==> src/rtl/nb_pkg.sv <==
// Shared types for the near-base multiplier.
// Assumes nothing beyond a single clock domain.
package nb_pkg;
    typedef enum logic {
        PATH_GENERAL = 1'b0,
        PATH_NEAR    = 1'b1
    } path_e;
endpackage

==> src/rtl/nb_base_sel.sv <==
// Base selection and exponent stage for one operand.
// Finds the power of two nearest to x (ties to the lower one), the signed
// deviation from it, and whether the deviation passes the 5*|Z| <= 2^K test.
// Assumes x is unsigned; a zero operand reports nz = 0 and near = 0.
module nb_base_sel #(
    parameter int W  = 8,
    parameter int KW = $clog2(W + 1),
    parameter int ZW = W + 1
) (
    input  logic [W-1:0]        x,
    output logic [KW-1:0]       k,
    output logic signed [ZW-1:0] z,
    output logic                near,
    output logic                nz
);
    localparam int EW = W + 1;
    localparam int MW = W + 4;

    logic [KW-1:0] msb;
    logic [EW-1:0] xe, lo_b, hi_b, d_lo, d_hi, mag, base;
    logic [MW-1:0] five_mag;

    // Locate the most significant set bit of the operand.
    always_comb begin
        msb = '0;
        for (int i = 0; i < W; i++) begin
            if (x[i]) msb = KW'(i);
        end
    end

    // Compare distances to both bracketing powers of two and pick one.
    always_comb begin
        xe   = {1'b0, x};
        lo_b = EW'(1) << msb;
        hi_b = lo_b << 1;
        d_lo = xe - lo_b;
        d_hi = hi_b - xe;
        if (d_lo <= d_hi) begin
            k    = msb;
            z    = $signed(d_lo);
            mag  = d_lo;
            base = lo_b;
        end else begin
            k    = msb + KW'(1);
            z    = -$signed(d_hi);
            mag  = d_hi;
            base = hi_b;
        end
    end

    // Nearness test without division.
    always_comb begin
        nz       = |x;
        five_mag = MW'(mag) * MW'(5);
        near     = nz && (five_mag <= MW'(base));
    end
endmodule

==> src/rtl/nb_near_path.sv <==
// Near-base product unit: X*Y = (X << K2) + (Z2 << K1) + Z1*Z2.
// Assumes operands are already isolated to zero when this path is idle,
// in which case every term and the result are zero.
module nb_near_path #(
    parameter int W  = 8,
    parameter int KW = $clog2(W + 1),
    parameter int ZW = W + 1,
    parameter int PW = 2 * W
) (
    input  logic [W-1:0]         x,
    input  logic [KW-1:0]        k1,
    input  logic [KW-1:0]        k2,
    input  logic signed [ZW-1:0] z1,
    input  logic signed [ZW-1:0] z2,
    output logic [PW-1:0]        p
);
    localparam int SW = PW + 2;

    logic signed [SW-1:0]     t_shift_x, t_shift_z, t_dev, sum;
    logic signed [2*ZW-1:0]   dev_prod;

    // Form the three terms and add them in signed arithmetic.
    always_comb begin
        dev_prod  = z1 * z2;
        t_shift_x = $signed({{(SW - W){1'b0}}, x}) <<< k2;
        t_shift_z = $signed({{(SW - ZW){z2[ZW-1]}}, z2}) <<< k1;
        t_dev     = $signed({{(SW - 2 * ZW){dev_prod[2*ZW-1]}}, dev_prod});
        sum       = t_shift_x + t_shift_z + t_dev;
        p         = sum[PW-1:0];
    end
endmodule

==> src/rtl/nb_gen_path.sv <==
// General unsigned multiplier built as a chain of shifted partial products.
// Assumes operands are forced to zero when this path is idle.
module nb_gen_path #(
    parameter int W  = 8,
    parameter int PW = 2 * W
) (
    input  logic [W-1:0]  a,
    input  logic [W-1:0]  b,
    output logic [PW-1:0] p
);
    logic [PW-1:0] acc [W+1];

    assign acc[0] = '0;

    // One partial product row per multiplier bit, accumulated in sequence.
    for (genvar i = 0; i < W; i++) begin : g_row
        logic [PW-1:0] row;
        assign row        = b[i] ? (PW'(a) << i) : '0;
        assign acc[i + 1] = acc[i] + row;
    end

    assign p = acc[W];
endmodule

==> src/rtl/nb_mult.sv <==
// Top level: hybrid near-base / general multiplier with one result register.
// Chooses the near-base path when both operands are non-zero and near,
// the general path otherwise; the unselected path receives zero operands.
// Assumes operands are stable around every edge where in_valid is high.
module nb_mult #(
    parameter int W = 8
) (
    input  logic         clk,
    input  logic         rst_n,
    input  logic         in_valid,
    input  logic [W-1:0] a_in,
    input  logic [W-1:0] b_in,
    output logic [2*W-1:0] prod_out,
    output logic         prod_valid,
    output logic         near_used
);
    import nb_pkg::*;

    localparam int KW = $clog2(W + 1);
    localparam int ZW = W + 1;
    localparam int PW = 2 * W;
    localparam int NOP = 2;

    logic [W-1:0]         opnd   [NOP];
    logic [KW-1:0]        k_sel  [NOP];
    logic signed [ZW-1:0] z_sel  [NOP];
    logic [NOP-1:0]       is_near, is_nz;

    assign opnd[0] = a_in;
    assign opnd[1] = b_in;

    // One base selection / exponent unit per operand.
    for (genvar i = 0; i < NOP; i++) begin : g_base
        nb_base_sel #(.W(W), .KW(KW), .ZW(ZW)) u_sel (
            .x    (opnd[i]),
            .k    (k_sel[i]),
            .z    (z_sel[i]),
            .near (is_near[i]),
            .nz   (is_nz[i])
        );
    end

    path_e                path_sel;
    logic                 run_near, run_gen;
    logic [W-1:0]         nx_g, ga_g, gb_g;
    logic [KW-1:0]        nk1_g, nk2_g;
    logic signed [ZW-1:0] nz1_g, nz2_g;
    logic [PW-1:0]        p_near, p_gen, p_mux;

    // Steer the operation and isolate the idle path's operands.
    always_comb begin
        path_sel = (&is_near) ? PATH_NEAR : PATH_GENERAL;
        run_near = in_valid && (path_sel == PATH_NEAR);
        run_gen  = in_valid && (path_sel == PATH_GENERAL) && (&is_nz);
        nx_g     = run_near ? a_in     : '0;
        nk1_g    = run_near ? k_sel[0] : '0;
        nk2_g    = run_near ? k_sel[1] : '0;
        nz1_g    = run_near ? z_sel[0] : '0;
        nz2_g    = run_near ? z_sel[1] : '0;
        ga_g     = run_gen  ? a_in     : '0;
        gb_g     = run_gen  ? b_in     : '0;
    end

    nb_near_path #(.W(W), .KW(KW), .ZW(ZW), .PW(PW)) u_near (
        .x  (nx_g),
        .k1 (nk1_g),
        .k2 (nk2_g),
        .z1 (nz1_g),
        .z2 (nz2_g),
        .p  (p_near)
    );

    nb_gen_path #(.W(W), .PW(PW)) u_gen (
        .a (ga_g),
        .b (gb_g),
        .p (p_gen)
    );

    // Pick the active path's result; both are zero for a zero operand.
    always_comb begin
        p_mux = run_near ? p_near : p_gen;
    end

    // Result register with valid pulse and path flag.
    always_ff @(posedge clk) begin
        if (!rst_n) begin
            prod_out   <= '0;
            prod_valid <= 1'b0;
            near_used  <= 1'b0;
        end else begin
            prod_valid <= in_valid;
            if (in_valid) begin
                prod_out  <= p_mux;
                near_used <= run_near;
            end
        end
    end
endmodule

==> config.mk <==
export PLATFORM = sky130hd
export DESIGN_NAME = nb_mult
export DESIGN_NICKNAME = d
export VERILOG_FILES = /design/src/rtl/nb_pkg.sv /design/src/rtl/nb_base_sel.sv /design/src/rtl/nb_near_path.sv /design/src/rtl/nb_gen_path.sv /design/src/rtl/nb_mult.sv
export SDC_FILE = /design/constraint.sdc
export NUM_CORES = 1
export LEC_CHECK = 0
export CAP_MARGIN = 0
export CORE_MARGIN = 2
export CORE_UTILIZATION = 65
export CTS_BUF_LIST = sky130_fd_sc_hd__clkbuf_4
export CTS_CLUSTER_SIZE = 14
export DETAILED_ROUTE_END_ITERATION = 6
export PLACE_DENSITY = 0.91
export SETUP_SLACK_MARGIN = 0.5
export SYNTH_ARGS = -nofsm -noshare
export SYNTH_HDL_FRONTEND = slang
export SYNTH_SLANG_ARGS = --single-unit
==> constraint.sdc <==
create_clock -name clk -period 19.8 [get_ports clk]
set_input_delay 3.96 -clock clk [delete_from_list [all_inputs] [get_ports clk]]
set_output_delay 3.96 -clock clk [all_outputs]
set_load 0.01 [all_outputs]
After elaboration in Yosys (flattened, before gate mapping)
Cells that the tools add are included.

word-level totals
  flip-flop bits (word level) = 18
  input port bits = 19
  logic and storage cells = 80

cells by class
  add/sub/neg operators = 17
  $mul = 3
  magnitude comparators = 4
  shift operators = 4
  muxes and demuxes = 39
  bitwise operators = 1
  reductions and logical operators = 9

operator list
  operator                number
  $add A16 B16 Y16        7
  $mux W9                 9
  $mux W4                 16
  $mux W8                 4
  $sshl A9 B4 Y16         2
  $le A12 B9 Y1           2
  $mul A9 B3 Y12 const B  2
  $le A9 B9 Y1            2
  $neg A9 Y9              2
  $shl A1 B4 Y9 const A   2
  $sub A8 B9 Y9           2
  $sub A9 B8 Y9           2
  $add A16 B14 Y16        1
  $add A16 B15 Y16        1
  $mul A9 B9 Y16          1
  $mux W16                1
  $reduce_or A8 Y1        2
  $mux W15                1
  $mux W14                1
  $mux W13                1
  $mux W12                1
  $mux W11                1
  $mux W10                1
  $add A4 B1 Y4 const B   2
  4 further kinds         11

Longest topological paths before layout
Gate-level depths: netlist (run 1).

  depth after elaboration = 29
  depth in mapped cells = 70
  depth with buffers taken out = 66

Modules after synthesis
A second synthesis (run 1) with hierarchy kept.

unflattened totals
  cell total of the unflattened synthesis = 1,494
  area, all modules = 12,122.9 um2

by module, submodules not included
  module                          instances  cells an instance  area each (um2)  sequential area each (um2)
  nb_near_path                    1          558                4,591.9          0.0
  nb_base_sel at g_base[0].u_sel  1          281                2,115.8          0.0
  nb_base_sel at g_base[1].u_sel  1          282                2,095.8          0.0
  nb_gen_path                     1          212                1,921.8          0.0
  nb_mult                         1          161                1,397.6          360.3

Worst setup path before layout (run 1)
No wires, ideal clock.

  path type = input to register
  start point = in b_in[1]
  end point = reg prod_out[15]
  arrival time = 18.000 ns
  data required time = 19.668 ns
  slack = 1.668 ns
  cell stages on the path = 64
  path buffers = 6
  path through = clkbuf_1 inv_1 o21ai_0 a21oi_1 o21ai_1 clkinv_1 ha_1 clkbuf_1 nand2_1 ha_1 o21a_1 o31a_1 o31a_1 a2bb2oi_1 a32o_1 xnor2_1 ha_1 nand3_1 [28 not listed] fa_1 inv_1 fa_1 fa_1 inv_1 ha_1 a21oi_1 o21ai_0 a21oi_1 nand2b_1 a21boi_0 o21ai_0 a21boi_0 o41ai_1 o21ai_0 xnor3_1 xnor2_1 a21oi_1

between the ends
  word-level cells in the longest chain between the ends = 29
  elaborated cells between the ends (all ways) = 56
  classes of those cells = 13 x add/sub; 2 x mul; 2 x order compare; 3 x shift; 28 x mux; 1 x bitwise; 7 x reduce/logical

RTL lines
  item                                                   RTL line                              RTL
  start, declared                                        nb_mult.sv:12                         input logic [W-1:0] b_in,
  $mux W1                                                nb_base_sel.sv:27                     if (x[i]) msb = KW'(i);
  $mux W4 (6 in series)                                  nb_base_sel.sv:27
  $shl A1 B4 Y9                                          nb_base_sel.sv:34                     lo_b = EW'(1) << msb;
  $sub A8 B9 Y9 / $sub A9 B8 Y9 (equally long branches)  nb_base_sel.sv:36, nb_base_sel.sv:37
  $le A9 B9 Y1                                           nb_base_sel.sv:38                     if (d_lo <= d_hi) begin
  $mux W9                                                nb_base_sel.sv:38
  $mul A9 B3 Y12                                         nb_base_sel.sv:54                     five_mag = MW'(mag) * MW'(5);
  $le A12 B9 Y1                                          nb_base_sel.sv:55                     near = nz && (five_mag <= MW'(base));
  [3 not listed]                                         --
  $not A1 Y1                                             nb_mult.sv:54                         run_gen = in_valid && (path_sel == PATH_GENERAL) && (&is_nz);
  $logic_and A1 B1 Y1 (2 in series)                      nb_mult.sv:54
  $mux W8, on equally long branches                      nb_mult.sv:60, nb_mult.sv:61
  $mux W8 / $mux W9 (equally long branches)              nb_gen_path.sv:18                     assign row = b[i] ? (PW'(a) << i) : '0;
  $add A16 B16 Y16 (5 in series)                         nb_gen_path.sv:19                     assign acc[i + 1] = acc[i] + row;
  $add A16 B14 Y16                                       nb_gen_path.sv:19
  $add A16 B15 Y16                                       nb_gen_path.sv:19
  $mux W16 *                                             nb_mult.sv:81                         p_mux = run_near ? p_near : p_gen;
  end signal, assigned                                   nb_mult.sv:93                         prod_out <= p_mux;
  end, declared                                          nb_mult.sv:13                         output logic [2*W-1:0] prod_out,

Mark *: on every way between the ends. The rest lies on a longest branch, timed or not.
A chain may end at the register's enable or synchronous reset.

Worst setup path after layout (run 1)
  start point = in b_in[7]
  end point = reg prod_out[15]

between the ends
  word-level cells in the longest chain between the ends = 23
  elaborated cells between the ends (all ways) = 50
  classes of those cells = 13 x add/sub; 2 x mul; 2 x order compare; 3 x shift; 22 x mux; 1 x bitwise; 7 x reduce/logical

RTL lines
  item                                                   RTL line
  $mux W4                                                nb_base_sel.sv:27
  $shl A1 B4 Y9                                          nb_base_sel.sv:34
  $sub A8 B9 Y9 / $sub A9 B8 Y9 (equally long branches)  nb_base_sel.sv:36, nb_base_sel.sv:37
  $le A9 B9 Y1                                           nb_base_sel.sv:38
  $mux W9                                                nb_base_sel.sv:38
  $mul A9 B3 Y12                                         nb_base_sel.sv:54
  $le A12 B9 Y1                                          nb_base_sel.sv:55
  $logic_and A1 B1 Y1                                    nb_base_sel.sv:55
  [2 not listed]                                         --
  $not A1 Y1                                             nb_mult.sv:54
  $logic_and A1 B1 Y1 (2 in series)                      nb_mult.sv:54
  $mux W8, on equally long branches                      nb_mult.sv:60, nb_mult.sv:61
  $mux W8 / $mux W9 (equally long branches)              nb_gen_path.sv:18
  $add A16 B16 Y16 (5 in series)                         nb_gen_path.sv:19
  $add A16 B14 Y16                                       nb_gen_path.sv:19
  $add A16 B15 Y16                                       nb_gen_path.sv:19
  $mux W16 *                                             nb_mult.sv:81

Marks and branches as above.

==> results of run 1 <==
==> state kept, by name, indices dropped and copies added (netlist names) <==
| register | count |
|---|---|
| prod_out | 16 |
| near_used | 1 |
| prod_valid | 1 |
==> layout make-up <==
| cell class | instances | area (sq um) | share of cell area, % |
|---|---|---|---|
| sequential | 18 | 360.3 | 2.806 |
| tap | 229 | 286.5 | 2.232 |
| multi-input combinational | 1277 | 10730 | 83.58 |
| timing repair buffer | 64 | 573.1 | 4.463 |
| clock buffer | 3 | 22.52 | 0.1754 |
| clock inverter | 1 | 3.754 | 0.02923 |
| inverter | 229 | 862.1 | 6.714 |
==> metrics by stage <==
stage / worst slack [ns] / utilization (%) / hold slack [ns]
floorplan: 1.668 / - / 0.5015
global placement: 0.4301 / 70.11 / 0.4630
detailed placement: 0.2764 / 70.11 / 0.4705
CTS: 0.5909 / 70.26 / 0.4880
global route: 0.4905 / 70.75 / 0.5166
finish: 1.390 / 70.75 / 0.4875
==> worst min-delay path, cell delays in order (launching register included) <==
cell,delay [ns]
dfxtp_1,0.33
nor2_1,0.08
nor3b_1,0.05
==> cell usage after synthesis, drive strengths merged (5+ instances only) <==
cell,count
nor3b,12
a31oi,8
a211oi,18
o211ai,14
o31ai,7
nor3,32
nand2b,12
xnor2,41
nand3b,7
o22a,5
nor4,10
dfxtp,18
a21o,27
a21boi,8
o2111ai,7
o31a,6
clkbuf,46
mux2i,27
nor2b,20
xor2,19
a2111oi,7
or2,11
o21a,17
ha,179
nor2,150
nand2,139
buf,11
o22ai,7
o211a,6
o21ai,78
or3,12
a21oi,82
nand3,52
or4,5
o21bai,10
inv,225
and2,40
and3,8
fa,132
==> layout by cell type (no fill, tap or decap), types with 18 or more instances in the layout <==
| cell | n |
|---|---|
| nor3_1 | 30 |
| nand3_1 | 52 |
| a21oi_1 | 80 |
| nand2_1 | 135 |
| mux2i_1 | 27 |
| inv_1 | 224 |
| xnor2_1 | 40 |
| a21o_1 | 27 |
| fa_1 | 132 |
| nor2_1 | 147 |
| dfxtp_1 | 18 |
| and2_1 | 40 |
| xor2_1 | 19 |
| buf_4 | 28 |
| o21ai_0 | 63 |
| clkdlybuf4s50_1 | 32 |
| nor2b_1 | 19 |
| ha_1 | 179 |
==> power groups by stage <==
stage	Sequential, uW	Combinational [uW]	Clock (uW)
floorplan	57.6	944	0
global placement	53.0	1240	0
detailed placement	53.5	1290	0
CTS	52.8	1300	19.8
global route	54.1	1480	21.6
finish	53.2	1340	20.7
==> metal layers <==
metal / GRT usage, % / up-vias
met4: 12.47 / 0
met3: 4.654 / 133
met5: 0 / -
met1: 50.16 / 5592
met2: 60.85 / 658
li1: - / 5421
==> path summary, 6_finish.rpt <==
kind                                      to  slack [ns]  cells past startpoint
worst max-delay path            prod_out[15]        1.39                     61
worst min-delay path            prod_out[12]        0.49                      2
worst max register to register  prod_out[15]       19.05                      2
worst min register to register  prod_out[12]        0.49                      2
==> cell families (layout without fill, tap and decap cells) <==
kind of cell | Yosys count | in the layout | share of synthesized area [%]
AOI/OAI and AO/OA | 348 | 349 | 19.34
xor gates and xnor gates | 62 | 62 | 4.855
adders and majority gates | 312 | 312 | 40.30
buffers and inverters | 286 | 297 | 9.122
DFF | 18 | 18 | 2.968
muxes | 30 | 30 | 2.505
and+or+nand+nor | 524 | 524 | 20.91
==> repair_timing <==
action | in CTS | in global routing
endpoints found under the hold margin | 0 | 0
resized for setup | 0 | 19
buffers inserted | 0 | 3
setup endpoints to repair | 0 | 8
==> run summary, run 1 <==
run status -> finished, violations left
failing checks -> DRC
vias in the first global route -> 11570
TritonCTS clock tree -> yes
power after layout -> 1418 uW
HP Class -> register to register
Root Buffer Master -> clkbuf_4
Lkg Pwr -> 0.006286 uW
Slew HR -> 8.345%
worst path bufs/invs -> 8
sequential share of power -> 3.8%
routed wl met3 -> 3.435 mm
final hold violation count -> 0
antenna violations before repair -> 0
Vias -> 11800
Die Y -> 140.7 um
synthesized instance count -> 1580
Final Setup Violations -> 0
Fill cells -> 1466
worst-path fanout max -> 34
# DRC -> 16
period utilization -> 92.98%
global-route wire length before repair -> 58.75 mm
CTS max path bufs -> 2
Rows -> 49
area leader, netlist -> fa_1
family with the most delay on the worst path -> compound AO/OA/AOI/OAI gates
cts bufs inserted -> 3
Synth-to-Final Area Change -> 5.772%
fin area -> 0.01284 sq mm
top_reg_cell synth -> dfxtp_1
post-synthesis async set-or-reset flop share -> 0%
pwr dens -> 110.4 mW/mm^2
Die ar. -> 0.01979 sq mm
diode count -> 0
achievable clock frequency -> 0.05432 GHz
Sw Ratio -> 58.91%
Critical Path RT -> 20.01 ns
crit start category -> input pin
post-DP HPWL -> 30.64 mm
DP Area -> 0.01272 sq mm
Top cell by count, worst path -> ha_1
RR Startpoint -> prod_out[15]
Setup CP Type -> input pin to register
synth warn -> 0
Total Routing Usage GR -> 36.82%
Avg WL per Cell -> 20.19 um
Synth area leaders -> fa_1, ha_1, inv_1
Finished Layout Cells -> 1821
DRT met1 WL -> 15.08 mm
H-tree Lvls -> 1
#FFs+latches synth -> 18
slew at the pin closest to its max-slew limit -> 1.375 ns
gr ovfl total -> 0
Core Area -> 0.01815 sq mm
Comb power frac -> 94.8%
Final Skew -> 0 ns
Initial Util -> 66.89%
DR iter-0 viols -> 1294
Worst-path clk slew -> 0.12 ns
I/O pins -> 37
largest net degree at the start of global routing -> 53
minimum clock period -> 18.41 ns
Setup TNS -> 0 ns
Clock Sinks -> 18
number of synthesized flops with an enable pin -> 0
syn_area_per_cell -> 7.683 sq um
RSZ-0062 raised after global routing -> no
HP Start -> prod_out[12]
Seq/Total Area, Yosys -> 2.968%
top routing layer in use -> met4
syn nets -> 1910
# port buffers -> 36
Routed WL -> 36.77 mm
fin nets -> 1923
Crit. End Element -> register
First-pass DRT Iterations -> 7
GPL Wtd Cong -> 1.101
share of cells above drive strength 1 -> 4.523%
Syn Std Cell Area -> 0.01214 sq mm
net load switching power -> 835.4 uW
Clock power frac -> 1.5%
Detail Route Antenna Nets -> 0
CP max-delay cell -> clkdlybuf4s50_1
Skew-Pair Late Insertion Delay -> 0.30 ns
Worst VDD drop -> 0.1559 mV
Maximum Capacitance Violations -> 0
Final Slew Violations -> 0
Worst EP arrival -> 18.62 ns
Inst Count DP -> 1813
Die W -> 140.7 um
Synth top area share -> 21.77%
routed vias/inst -> 6.482
crit path from -> b_in[7]
CP max stage delay -> 0.91 ns
met2 routed WL -> 16.72 mm
hold_buf cts -> 0
Netlist cell types -> 91
cell internal pwr -> 582.6 uW
No activity file was read; power rests on OpenSTA's default activity.
==> inputs of run 2 (changes only) <==
Settings changed: SLEW_MARGIN set to 5.
Clock period 19.8 ns to 19.85 ns, I/O delays scaled along.
==> run 2 against run 1 <==
The flow still finishes with violations (DRC). Flip-flop and latch count unchanged. Clock-buffer cell count unchanged. Final area up 0.25%. Setup slack worse by 0.29 ns. First-iteration DRC count down 11%. Register-to-register slack about the same. Clock skew unchanged. Clock power down 7%. Die area unchanged. Sequential power about the same. Cell count up 0.27%. Critical path depth up 2. Highest routed layer unchanged.
==> run summary, run 2 (synthesis results as in run 1) <==
share of cells above drive strength 1 -> 5.072% (was 4.523%)
I/O pins -> 37 (unchanged)
Top cell by count, worst path -> ha_1 (unchanged)
Critical Path RT -> 20.05 ns (was 20.01 ns)
HP Class -> register to register (unchanged)
Top reg by flops -> prod_out (unchanged)
Die ar. -> 0.01979 sq mm (unchanged)
GPL Wtd Cong -> 1.099 (was 1.101)
Vias -> 11890 (was 11800)
largest registers -> prod_out: 16 flops, near_used: 1 flops, prod_valid: 1 flops (unchanged)
Slew HR -> 28.42% (was 8.345%)
Routed WL -> 37.01 mm (was 36.77 mm)
vias in the first global route -> 11670 (was 11570)
Clock power frac -> 1.4% (was 1.5%)
crit start category -> input pin (unchanged)
post-DP HPWL -> 30.93 mm (was 30.64 mm)
minimum clock period -> 18.75 ns
First-pass DRT Iterations -> 7 (unchanged)
pwr dens -> 109.4 mW/mm^2 (was 110.4 mW/mm^2)
H-tree Lvls -> 1 (unchanged)
routed vias/inst -> 6.511 (was 6.482)
flop-to-flop setup slack -> 19.06 ns (was 19.05 ns)
Worst EP arrival -> 18.95 ns (was 18.62 ns)
Avg WL per Cell -> 20.27 um (was 20.19 um)
slew at the pin closest to its max-slew limit -> 1.062 ns (was 1.375 ns)
gr ovfl total -> 0 (unchanged)
Largest register FFs -> 16 (unchanged)
Rows -> 49 (unchanged)
final core utilization -> 70.93% (was 70.75%)
Die Y -> 140.7 um (unchanged)
Lkg Pwr -> 0.006328 uW (was 0.006286 uW)
Initial Util -> 66.89% (unchanged)
failing checks -> DRC (unchanged)
Maximum Capacitance Violations -> 0 (unchanged)
Core Area -> 0.01815 sq mm (unchanged)
Fill cells -> 1488 (was 1466)
Critical path destination -> prod_out[15] (unchanged)
fin nets -> 1928 (was 1923)
Total Routing Usage GR -> 37.03% (was 36.82%)
global-route wire length before repair -> 59.18 mm (was 58.75 mm)
Die W -> 140.7 um (unchanged)
most common cell after layout, fill and taps aside -> inv_1 (unchanged)
worst reg2reg path depth -> 2 (unchanged)
final hold violation count -> 0 (unchanged)
Inst Count DP -> 1818 (was 1813)
diode count -> 0 (unchanged)
Finished Layout Cells -> 1826 (was 1821)
Skew-Pair Late Insertion Delay -> 0.30 ns (about the same)
Worst VDD drop -> 0.1486 mV (was 0.1559 mV)
Synth-to-Final Area Change -> 6.040% (was 5.772%)
worst-path fanout max -> 22 (was 34)
TritonCTS clock tree -> yes (unchanged)
CP Depth -> 63 (was 61)
CP max stage delay -> 0.60 ns (was 0.91 ns)
Root Buffer Master -> clkbuf_4 (unchanged)
crit path from -> b_in[1] (was b_in[7])
Clock Sinks -> 18 (unchanged)
CTS max path bufs -> 2 (unchanged)
DP Area -> 0.01276 sq mm (was 0.01272 sq mm)
worst path bufs/invs -> 10 (was 8)
run status -> finished, violations left (unchanged)
period utilization -> 94.46%
DR iter-0 viols -> 1153 (was 1294)
Setup CP Type -> input pin to register (unchanged)
worst flop-to-flop path endpoint -> prod_out[14] (was prod_out[15])
Final Slew Violations -> 0 (unchanged)
Detail Route Antenna Nets -> 0 (unchanged)
CP max-delay cell -> or4_4 (was clkdlybuf4s50_1)
Comb power frac -> 94.9% (was 94.8%)
family with the most delay on the worst path -> compound AO/OA/AOI/OAI gates (unchanged)
antenna violations before repair -> 0 (unchanged)
net load switching power -> 823.5 uW (was 835.4 uW)
Final Setup Violations -> 0 (unchanged)
Final Skew -> 0 ns (unchanged)
# DRC -> 27 (was 16)
Setup TNS -> 0 ns (unchanged)
cell internal pwr -> 584.4 uW (was 582.6 uW)
Worst-path clk slew -> 0.11 ns (was 0.12 ns)
Sw Ratio -> 58.49% (was 58.91%)
sequential share of power -> 3.8% (about the same)
fin area -> 0.01287 sq mm (was 0.01284 sq mm)
RR Startpoint -> prod_out[14] (was prod_out[15])
achievable clock frequency -> 0.05333 GHz
cts bufs inserted -> 3 (unchanged)
largest net degree at the start of global routing -> 53 (unchanged)
Crit. End Element -> register (unchanged)
most frequent cells in the layout -> inv_1, ha_1, nor2_1, nand2_1, fa_1 (unchanged)
RSZ-0062 raised after global routing -> no (unchanged)
# port buffers -> 36 (unchanged)
## run 2: cell types whose count changed in the layout (fill, tap and decap cells not counted), moves of 2 or more
cell,previous run,this run
buf_4,28,34
clkdlybuf4s50_1,32,30
clkinv_1,5,3
dlymetal6s2s_1,3,5
ha_1,179,177
ha_2,0,2
inv_2,0,2
## run 2: per-stage QoR
step | setup slack, ns | power [uW] | hold slack, ns
detailed placement | 0.3242 | 1339 | 0.4725
global route | 0.4852 | 1541 | 0.5171
CTS | 0.5691 | 1372 | 0.4931
finish | 1.101 | 1408 | 0.4907
global placement | 0.5508 | 1295 | 0.4637
floorplan | 1.708 | 999.1 | 0.5015
## run 2: worst min path at each step
stage | to | start | depth (start not counted) | slack, ns
6_report | prod_out[12] | prod_out[12] | 2 | 0.49
5_1_grt | prod_out[6] | prod_out[6] | 1 | 0.52
4_1_cts | prod_out[12] | prod_out[12] | 2 | 0.49
3_5_place_dp | prod_out[8] | prod_out[8] | 1 | 0.47
3_3_place_gp | prod_out[10] | prod_out[10] | 1 | 0.46
2_1_floorplan | prod_out[14] | prod_out[14] | 2 | 0.50
## run 2: power groups by stage
stage | logic [uW] | registers (uW) | clock network [uW]
4_1_cts | 1300 | 52.9 | 19.0
6_report | 1340 | 53.1 | 19.2
2_1_floorplan | 942 | 57.4 | 0
5_1_grt | 1470 | 54.1 | 20.9
3_5_place_dp | 1290 | 53.5 | 0
3_3_place_gp | 1240 | 52.9 | 0
## run 2: timing repair
item | 4_1_cts | 5_1_grt
setup buffers | 0 | 4
endpoints found under the setup margin | 0 | 8
hold buffers | 0 | 0
resized for setup | 0 | 23
## run 2: cell type report
| type | instances | area (sq um) | area share [%] |
|---|---|---|---|
| multi-input combinational | 1276 | 10710 | 83.23 |
| inverter | 229 | 862.1 | 6.697 |
| timing repair buffer | 70 | 623.1 | 4.841 |
| sequential | 18 | 360.3 | 2.799 |
| tap | 229 | 286.5 | 2.226 |
| clock buffer | 3 | 22.52 | 0.1750 |
| clock inverter | 1 | 3.754 | 0.02916 |
## run 2: routing by layer
layer  vias to the layer above  share of wire [%]  track usage (%)
met5                         -                  0                0
met4                         0                4.1            12.74
met3                       136                9.9            6.284
met2                       707                 46            61.57
met1                      5626                 40            49.04
li1                       5420                  -                -
## run 2: worst register-to-register path, cell delays in order, from the launching register on
cell and delay, ns:
dfxtp_1 0.37, nor2_1 0.06, nor4_1 0.28
